--- config.mk ---
export PLATFORM = sky130hd
export DESIGN_NAME = ocp_hiccup_ctrl
export DESIGN_NICKNAME = d
export VERILOG_FILES = /design/src/rtl/ocp_pkg.sv /design/src/rtl/ocp_run_counter.sv /design/src/rtl/ocp_hiccup_timer.sv /design/src/rtl/ocp_mode_fsm.sv /design/src/rtl/ocp_hiccup_ctrl.sv
export SDC_FILE = /design/constraint.sdc
export NUM_CORES = 1
export LEC_CHECK = 0
export BUFFER_PORTS_ARGS = -buffer_cell sky130_fd_sc_hd__buf_2
export CORE_MARGIN = 1.5
export CORE_UTILIZATION = 40
export CTS_CLUSTER_SIZE = 8
export DETAILED_ROUTE_END_ITERATION = 12
export PLACE_DENSITY_LB_ADDON = 0.05
export SYNTH_ARGS = -nofsm -noshare
export SYNTH_HDL_FRONTEND = slang
export SYNTH_SLANG_ARGS = --single-unit
--- constraint.sdc ---
create_clock -name clk -period 4 [get_ports clk]
set_clock_uncertainty 0.1 [all_clocks]
set_input_delay 0.8 -clock clk [delete_from_list [all_inputs] [get_ports clk]]
set_output_delay 0.8 -clock clk [all_outputs]
set_load 0.005 [all_outputs]
--- src/rtl/ocp_pkg.sv ---
package ocp_pkg;

    typedef enum logic [1:0] {
        MODE_RUN    = 2'd0,
        MODE_HICCUP = 2'd1,
        MODE_NEG    = 2'd2
    } ocp_mode_e;

    typedef struct packed {
        logic shdn;
        logic tri_en;
        logic restart;
    } ocp_ctrl_t;

    function automatic ocp_ctrl_t ctrl_for(ocp_mode_e nxt, logic restart);
        ocp_ctrl_t c;
        c.shdn    = (nxt == MODE_HICCUP);
        c.tri_en  = (nxt == MODE_NEG);
        c.restart = restart;
        return c;
    endfunction

endpackage

--- src/rtl/ocp_run_counter.sv ---
module ocp_run_counter #(
    parameter int unsigned RUN_LIMIT = 17,
    localparam int unsigned CNT_W = $clog2(RUN_LIMIT + 1)
) (
    input  logic clk,
    input  logic rst,
    input  logic count_en,
    input  logic oc_det,
    input  logic clear,
    output logic flag,
    output logic trip
);
    localparam logic [CNT_W-1:0] LAST = CNT_W'(RUN_LIMIT - 1);
    localparam logic [CNT_W-1:0] TOP  = CNT_W'(RUN_LIMIT);

    logic [CNT_W-1:0] run_cnt;

    assign trip = count_en && oc_det && (run_cnt == LAST);

    always_ff @(posedge clk) begin
        if (rst || clear) begin
            run_cnt <= '0;
            flag    <= 1'b0;
        end else if (count_en) begin
            if (oc_det) begin
                if (run_cnt != TOP) run_cnt <= run_cnt + 1'b1;
                flag <= 1'b1;
            end else begin
                run_cnt <= '0;
                flag    <= 1'b0;
            end
        end
    end
endmodule

--- src/rtl/ocp_hiccup_timer.sv ---
module ocp_hiccup_timer #(
    parameter int unsigned WAIT_PERIODS = 8,
    localparam int unsigned W = $clog2(WAIT_PERIODS + 1)
) (
    input  logic clk,
    input  logic rst,
    input  logic active,
    input  logic ss_tick,
    output logic done
);
    localparam logic [W-1:0] LAST = W'(WAIT_PERIODS - 1);

    logic [W-1:0] wait_cnt;

    assign done = active && ss_tick && (wait_cnt == LAST);

    always_ff @(posedge clk) begin
        if (rst || !active) wait_cnt <= '0;
        else if (ss_tick)   wait_cnt <= wait_cnt + 1'b1;
    end
endmodule

--- src/rtl/ocp_mode_fsm.sv ---
module ocp_mode_fsm
    import ocp_pkg::*;
(
    input  logic      clk,
    input  logic      rst,
    input  logic      trip,
    input  logic      wait_done,
    input  logic      neg_det,
    input  logic      in_reg,
    output logic      run_mode,
    output logic      hiccup_mode,
    output logic      clr_cnt,
    output ocp_ctrl_t ctrl
);
    ocp_mode_e mode, nxt;
    logic      restart_n;

    always_comb begin
        nxt       = mode;
        restart_n = 1'b0;
        clr_cnt   = 1'b0;
        unique case (mode)
            MODE_RUN: begin
                if (neg_det) begin
                    nxt     = MODE_NEG;
                    clr_cnt = 1'b1;
                end else if (trip) begin
                    nxt = MODE_HICCUP;
                end
            end
            MODE_HICCUP: begin
                if (wait_done) begin
                    nxt       = MODE_RUN;
                    restart_n = 1'b1;
                    clr_cnt   = 1'b1;
                end
            end
            MODE_NEG: begin
                if (in_reg && !neg_det) begin
                    nxt       = MODE_RUN;
                    restart_n = 1'b1;
                end
            end
            default: nxt = MODE_RUN;
        endcase
    end

    assign run_mode    = (mode == MODE_RUN);
    assign hiccup_mode = (mode == MODE_HICCUP);

    always_ff @(posedge clk) begin
        if (rst) begin
            mode <= MODE_RUN;
            ctrl <= '0;
        end else begin
            mode <= nxt;
            ctrl <= ctrl_for(nxt, restart_n);
        end
    end
endmodule

--- src/rtl/ocp_hiccup_ctrl.sv ---
module ocp_hiccup_ctrl
    import ocp_pkg::*;
#(
    parameter int unsigned RUN_LIMIT    = 17,
    parameter int unsigned WAIT_PERIODS = 8
) (
    input  logic clk,
    input  logic rst,
    input  logic cyc_tick,
    input  logic oc_det,
    input  logic neg_oc_det,
    input  logic ss_tick,
    input  logic in_reg,
    output logic oc_flag,
    output logic fault_shdn,
    output logic sw_tristate,
    output logic pull_dn_en,
    output logic ss_restart
);
    logic      run_mode, hiccup_mode, clr_cnt, trip, wait_done, count_en;
    ocp_ctrl_t ctrl;

    assign count_en = cyc_tick && run_mode && !neg_oc_det;

    ocp_run_counter #(.RUN_LIMIT(RUN_LIMIT)) u_run (
        .clk(clk), .rst(rst), .count_en(count_en), .oc_det(oc_det),
        .clear(clr_cnt), .flag(oc_flag), .trip(trip)
    );

    ocp_hiccup_timer #(.WAIT_PERIODS(WAIT_PERIODS)) u_wait (
        .clk(clk), .rst(rst), .active(hiccup_mode), .ss_tick(ss_tick),
        .done(wait_done)
    );

    ocp_mode_fsm u_fsm (
        .clk(clk), .rst(rst), .trip(trip), .wait_done(wait_done),
        .neg_det(neg_oc_det), .in_reg(in_reg), .run_mode(run_mode),
        .hiccup_mode(hiccup_mode), .clr_cnt(clr_cnt), .ctrl(ctrl)
    );

    assign fault_shdn  = ctrl.shdn;
    assign sw_tristate = ctrl.tri_en;
    assign pull_dn_en  = ctrl.tri_en;
    assign ss_restart  = ctrl.restart;
endmodule

==> metrics.md, run 1 <==
| Metric | Value |
|---|---|
| Outcome | completed |
| Area post-placement | 862 µm² |
| Vias in the first global route | 564 |
| Register area share after synthesis | 38.3% |
| Floorplan core area | 1780 µm² |
| DIE AREA | 2230 µm² |
| Max Cap Viol | 0 |
| Setup Fix Bufs, Post-CTS | 0 |
| Synthesized instance count | 81 |
| Num rows | 15 |
| Kind of critical path | reg -> reg |
| Share of layout cells above drive strength 1 | 22.1% |
| Worst Path Arrival | 1900 ps |
| Root buffer cell | clkbuf_4 |
| Netlist Area Pre-Place | 783 µm² |
| Final min period | 1780 ps |
| H-Tree Depth | 1 |
| Largest net degree at the start of global routing | 10 |
| RSZ-0062 raised after global routing | false |
| Critical Path Max Stage Delay | 360 ps |
| P per Cell Area | 306 nW/µm² |
| Bufs on Longest Clock Path | 2 |
| Crit end category | flop |
| Die Y | 47.3 µm |
| CP Buf/Inv Count | 1 |
| Total Routing Usage GR | 15.0% |
| Critical-path maximum fanout | 6 |
| Antenna violations before repair | 0 |
| Achievable Freq | 0.561 GHz |
| Ys async rst share | 0% |
| Most frequent cells in the layout | dfxtp_1, buf_2, ha_1 |
| Register area | 300 µm² |
| Net Count, Synth | 96 |
| Post-DRT Antenna Nets | 0 |
| Final #Nets | 111 |
| Vias post-DR | 590 |
| Worst-path clk slew | 90 ps |
| Sequence of cells on the critical path | inv_1 > ha_1 > and3b_1 > nand3_1 > a31oi_1 > and3_1 |
| Diodes inserted | 0 |
| Final Hold Viols | 0 |
| CTS tree | yes |
| Fillers | 177 |
| CP Data Required Time | 4120 ps |
| FF-to-FF End | u_fsm.ctrl[2]$_SDFF_PP0_ |
| Primary FF master, synth | dfxtp_1 |
| Critical hold path startpoint | u_run.flag$_SDFFE_PP0P_ |
| Gates resized, CTS repair | 0 |
| Num CTS Buffers | 3 |
| Worst skew pair latency | 280 ps |
| Worst r2r src | u_fsm.mode[1]$_SDFF_PP0_ |
| Internal reg-to-reg setup slack | 2220 ps |
| Commonest non-fill, non-tap cell in the layout | dfxtp_1 |
| Area growth, synth to finish | 13.6% |
| Die Wd | 47.3 µm |
| GPL Wtd Cong | 0.752 |
| EDFF count, synth | 0 |
| Yosys reg bits | 15 |
| Post-DR wirelength/cell | 11.4 µm |
| DRT iter0 DRCs | 6 |
| Slew Limit Fails | 0 |
| Yosys cell types | 32 |
| # IOs | 12 |
| Slew @ Worst Pin | 355 ps |
| Setup_tns | 0 ps |
| Via density | 4.92 |
| Initial Util | 43.9% |
| Syn avg cell area | 9.67 µm² |
| GRT overflow | 0 |
| Hold buffers post-CTS | 0 |
| Max-Slew Margin vs Limit | 76.3% |
| Count of final setup violators | 0 |
| DRT Pass-1 Iters | 3 |
| Worst R2R Path Depth | 6 |
| Fin worst setup slack | 2220 ps |
| Hpwl dp | 1.08 mm |
| Leak Pwr | 0.000359 µW |
| Synth warn | 0 |
| Startpoint types | flop |
| # DRC | 0 |
| WHS Endpoint | u_run.flag$_SDFFE_PP0P_ |
| Post-Route WL | 1.37 mm |
| Multi-input logic area | 453 µm² |
| Hold Path Stages | 2 |
| Fin area | 890 µm² |
| Peak supply drop | 0.000170 V |
| CP max-delay cell | dfxtp_1 |
| Hold crit path type | reg -> reg |
| CTS Sinks | 15 |
| First-pass GRT wire length | 2.28 mm |
| Post-placement worst setup slack | 1990 ps |
| PortBufs | 11 |
| Share of the clock period used by the worst path after layout | 44.6% |
| Top cell family by delay on the critical path | simple AND/OR/NAND/NOR gates |
## state kept, by name, summed over array words and instances (netlist names)
name	count
u_fsm.mode	2
u_wait.wait_cnt	4
u_run.flag	1
u_fsm.ctrl	3
u_run.run_cnt	5
## routing by layer
metal	global-route usage [%]	part of all wire [%]	routed length (µm)
met2	22.7	44	606
met4	8.33	0.95	13
met3	3.46	3.1	43
met5	0	0	0
met1	19.5	52	709
## final cells by class
| type | instances | share of cell area (%) |
|---|---|---|
| Tap cell | 25 | 3.52 |
| Inverter | 6 | 2.53 |
| Clock buffer | 3 | 2.53 |
| Multi-Input combinational cell | 59 | 50.9 |
| Timing Repair Buffer | 11 | 6.19 |
| Sequential cell | 15 | 33.8 |
| Clock inverter | 1 | 0.563 |
## worst max-delay path by stage
stage | startpoint | end | slack, ps | cells after the start
2_1_floorplan | ss_tick | u_run.run_cnt[2]$_SDFFE_PP0P_ | 2220 | 4
3_3_place_gp | ss_tick | u_run.run_cnt[2]$_SDFFE_PP0P_ | 1990 | 5
3_5_place_dp | neg_oc_det | u_fsm.ctrl[2]$_SDFF_PP0_ | 1990 | 5
4_1_cts | u_fsm.mode[1]$_SDFF_PP0_ | u_fsm.ctrl[2]$_SDFF_PP0_ | 2210 | 6
5_1_grt | u_fsm.mode[1]$_SDFF_PP0_ | u_fsm.ctrl[2]$_SDFF_PP0_ | 2070 | 6
6_report | u_fsm.mode[1]$_SDFF_PP0_ | u_fsm.ctrl[2]$_SDFF_PP0_ | 2220 | 6
## cell families (layout without fill, tap and decap cells)
logic type	Yosys count	after routing	synth area share, %
buffers and inverters	7	21	3.83
muxes	1	1	1.28
DFF	15	15	38.3
and+or+nand+nor	33	33	25.6
adders and majority gates	8	8	12.8
xor gates and xnor gates	5	5	5.59
AOI/OAI and AO/OA	12	12	12.6
## report_power, final
part | internal, µW | switching (µW)
registers | 152 | 2.56
clock network | 37.0 | 48.1
logic | 14.9 | 17.3
total | 204 | 67.9
## synthesized netlist by cell type, types with 2 or more instances
cell	number	area share (%)
a22oi_1	2	1.9
nand2_1	3	1.4
a21oi_1	3	1.9
nand2b_1	4	3.2
nor2_2	3	2.4
dfxtp_1	15	38
ha_1	8	13
nand4_1	3	2.4
nand3_1	3	1.9
nor2_1	6	2.9
nand3b_1	2	1.9
xor2_1	4	4.5
inv_1	6	2.9
## per-stage QoR
| step | cells | utilization, % | total power (µW) | hold slack (ps) |
|---|---|---|---|---|
| after floorplan | 81 | - | 180 | 367 |
| after global placement | 116 | 48.4 | 191 | 387 |
| after detailed placement | 116 | 48.4 | 191 | 384 |
| after CTS | 120 | 49.9 | 276 | 410 |
| after global routing | 120 | 49.9 | 287 | 417 |
| final | 120 | 49.9 | 272 | 404 |
## worst reg2reg max path: cells and delay by family, from the launching register on
family                     cells  cell delay (ps)
and+or+nand+nor                3              610
DFF                            1              360
adders and majority gates      1              270
AOI/OAI and AO/OA              1              270
buffers and inverters          1              110
No activity file was read; power rests on OpenSTA's default activity.
==> run 2, diff against run 1 <==
Clock period 4 ns to 1.52 ns, I/O delays scaled along.
==> run 2 against run 1 <==
Compared with the run above: sequential power increased to 2.6 times the previous value; hold slack worse by 240 ps; wire length up 15%; final area increased by 24%; maximum frequency is 18% higher; critical path type unchanged; count of clock-buffer cells in the layout is 1 higher.
==> metrics.md, run 2 (synthesis results as in run 1) <==
| Metric | Value |
|---|---|
| Outcome | completed |
| CTS tree | yes |
| Slew Limit Fails | 0 (unchanged) |
| Share of layout cells above drive strength 1 | 48.6% (+27 points) |
| Post-Route WL | 1.58 mm (+15%) |
| GRT overflow | 0 (unchanged) |
| Via density | 4.87 (-0.89%) |
| Achievable Freq | 0.665 GHz (+18%) |
| RSZ-0062 raised after global routing | true |
| Hold crit path type | in -> reg |
| Max-Slew Margin vs Limit | 77.8% (+1.4 points) |
| Final #Nets | 125 (+13%) |
| GPL Wtd Cong | 0.755 (+0.49%) |
| Share of the clock period used by the worst path after layout | 99.0% (+54 points) |
| PortBufs | 11 (unchanged) |
| Final min period | 1500 ps (-278 ps) |
| Initial Util | 43.9% (unchanged) |
| Bufs on Longest Clock Path | 2 (unchanged) |
| Area growth, synth to finish | 40.9% |
| Critical Path Max Stage Delay | 350 ps (about the same) |
| Crit end category | flop |
| Kind of critical path | reg -> reg |
| Area post-placement | 952 µm² (+10%) |
| First-pass GRT wire length | 2.50 mm (+10%) |
| Slew @ Worst Pin | 333 ps (-21.7 ps) |
| Die Wd | 47.3 µm (unchanged) |
| Final Hold Viols | 0 (unchanged) |
| DRT iter0 DRCs | 6 (unchanged) |
| Total Routing Usage GR | 16.4% (+1.4 points) |
| Diodes inserted | 0 (unchanged) |
| Post-DR wirelength/cell | 11.8 µm (+3.2%) |
| Worst Path Arrival | 1620 ps (-280 ps) |
| Fin area | 1100 µm² (+24%) |
| Commonest non-fill, non-tap cell in the layout | buf_4 |
| Most frequent cells in the layout | buf_4, buf_2, dfxtp_1 |
| Max FFs per register | 5 (unchanged) |
| Biggest regs | u_run.run_cnt (5), u_wait.wait_cnt (4), u_fsm.ctrl (3) |
| Num CTS Buffers | 3 (unchanged) |
| Worst-path clk slew | 90 ps (about the same) |
| CTS Sinks | 15 (unchanged) |
| Antenna violations before repair | 0 (unchanged) |
| Vias in the first global route | 613 (+8.7%) |
| CP max-delay cell | a221o_1 |
| Floorplan core area | 1780 µm² (unchanged) |
| DIE AREA | 2230 µm² (unchanged) |
| Util after Layout | 61.9% (+12 points) |
| Setup_tns | 0 ps (unchanged) |
| Critical-path maximum fanout | 4 (-2) |
| # IOs | 12 (unchanged) |
| DRT Pass-1 Iters | 4 (+1) |
| CP Data Required Time | 1640 ps (-2480 ps) |
| # DRC | 0 (unchanged) |
| Startpoint types | flop |
| Leak Pwr | 0.000434 µW (+21%) |
| Die Y | 47.3 µm (unchanged) |
| Hpwl dp | 1.17 mm (+7.8%) |
| Post-DRT Antenna Nets | 0 (unchanged) |
| Count of final setup violators | 0 (unchanged) |
| Largest net degree at the start of global routing | 9 (-1) |
| Fillers | 160 (-9.6%) |
| Peak supply drop | 0.000501 V (+200%) |
| Worst skew pair latency | 280 ps (about the same) |
| Vias post-DR | 653 (+11%) |
| Hold buffers post-CTS | 0 (unchanged) |
| Top reg by flops | u_run.run_cnt |
| H-Tree Depth | 1 (unchanged) |
| Num rows | 15 (unchanged) |
| Final Power | 782 µW (+190%) |
| Max Cap Viol | 0 (unchanged) |
| Root buffer cell | clkbuf_4 |
| Sequence of cells on the critical path | buf_4 > ha_2 > a221o_1 > o21bai_4 > a21oi_2 |
| P per Cell Area | 708 nW/µm² (+130%) |
==> run 2: what timing repair did <==
action | 4_1_cts | 5_1_grt
endpoints found under the setup margin | 9 | 9
pin swaps | 3 | 10
hold endpoints to repair | 0 | 0
buffers inserted | 0 | 2
gates resized for setup | 10 | 16
==> run 2: where the power goes <==
group	total (µW)	switching [µW]	internal [µW]
Sequential	406	4.80	401
Combinational	149	69.8	79.5
Clock	227	125	102
Total	782	199	582
==> run 2: final cells by class <==
class / instances / area [µm²] / share of cell area [%]
Timing Repair Buffer: 25 / 164 / 14.9
Tap cell: 25 / 31.3 / 2.83
Inverter: 6 / 25.0 / 2.27
Sequential cell: 15 / 305 / 27.7
Clock buffer: 4 / 26.3 / 2.38
Multi-Input combinational cell: 59 / 552 / 50.0
==> run 2: critical path, delay by kind of cell, from the launching register on <==
family | cells | cell delay, ps
buffers and inverters | 1 | 130
DFF | 1 | 340
AOI/OAI and AO/OA | 3 | 670
adders and majority gates | 1 | 200
==> run 2: layer usage <==
metal / wire, µm / vias to the layer above / GRT usage [%]
met5: 0 / - / 0
met4: 24 / 0 / 8.33
met3: 45 / 4 / 3.46
met2: 807 / 9 / 27.8
met1: 705 / 300 / 19.2
li1: - / 340 / -
==> run 2: worst paths after layout <==
check	startpoint	to	slack [ps]	cells after the start
worst max register to register	u_fsm.mode[0]$_SDFF_PP0_	u_run.run_cnt[2]$_SDFFE_PP0P_	20	5
worst max-delay path	u_fsm.mode[0]$_SDFF_PP0_	u_run.run_cnt[2]$_SDFFE_PP0P_	20	5
worst min-delay path	rst	u_fsm.mode[1]$_SDFF_PP0_	170	2
worst min register to register	u_run.flag$_SDFFE_PP0P_	u_run.flag$_SDFFE_PP0P_	380	2
==> run 2: metrics by stage <==
stage / setup slack [ps] / instances / hold slack, ps
finish: 15.1 / 134 / 165
global placement: -35.8 / 128 / 348
CTS: -2.57 / 132 / 158
global route: -34.3 / 134 / 169
detailed placement: -65.4 / 128 / 366
floorplan: 2.68 / 81 / 280
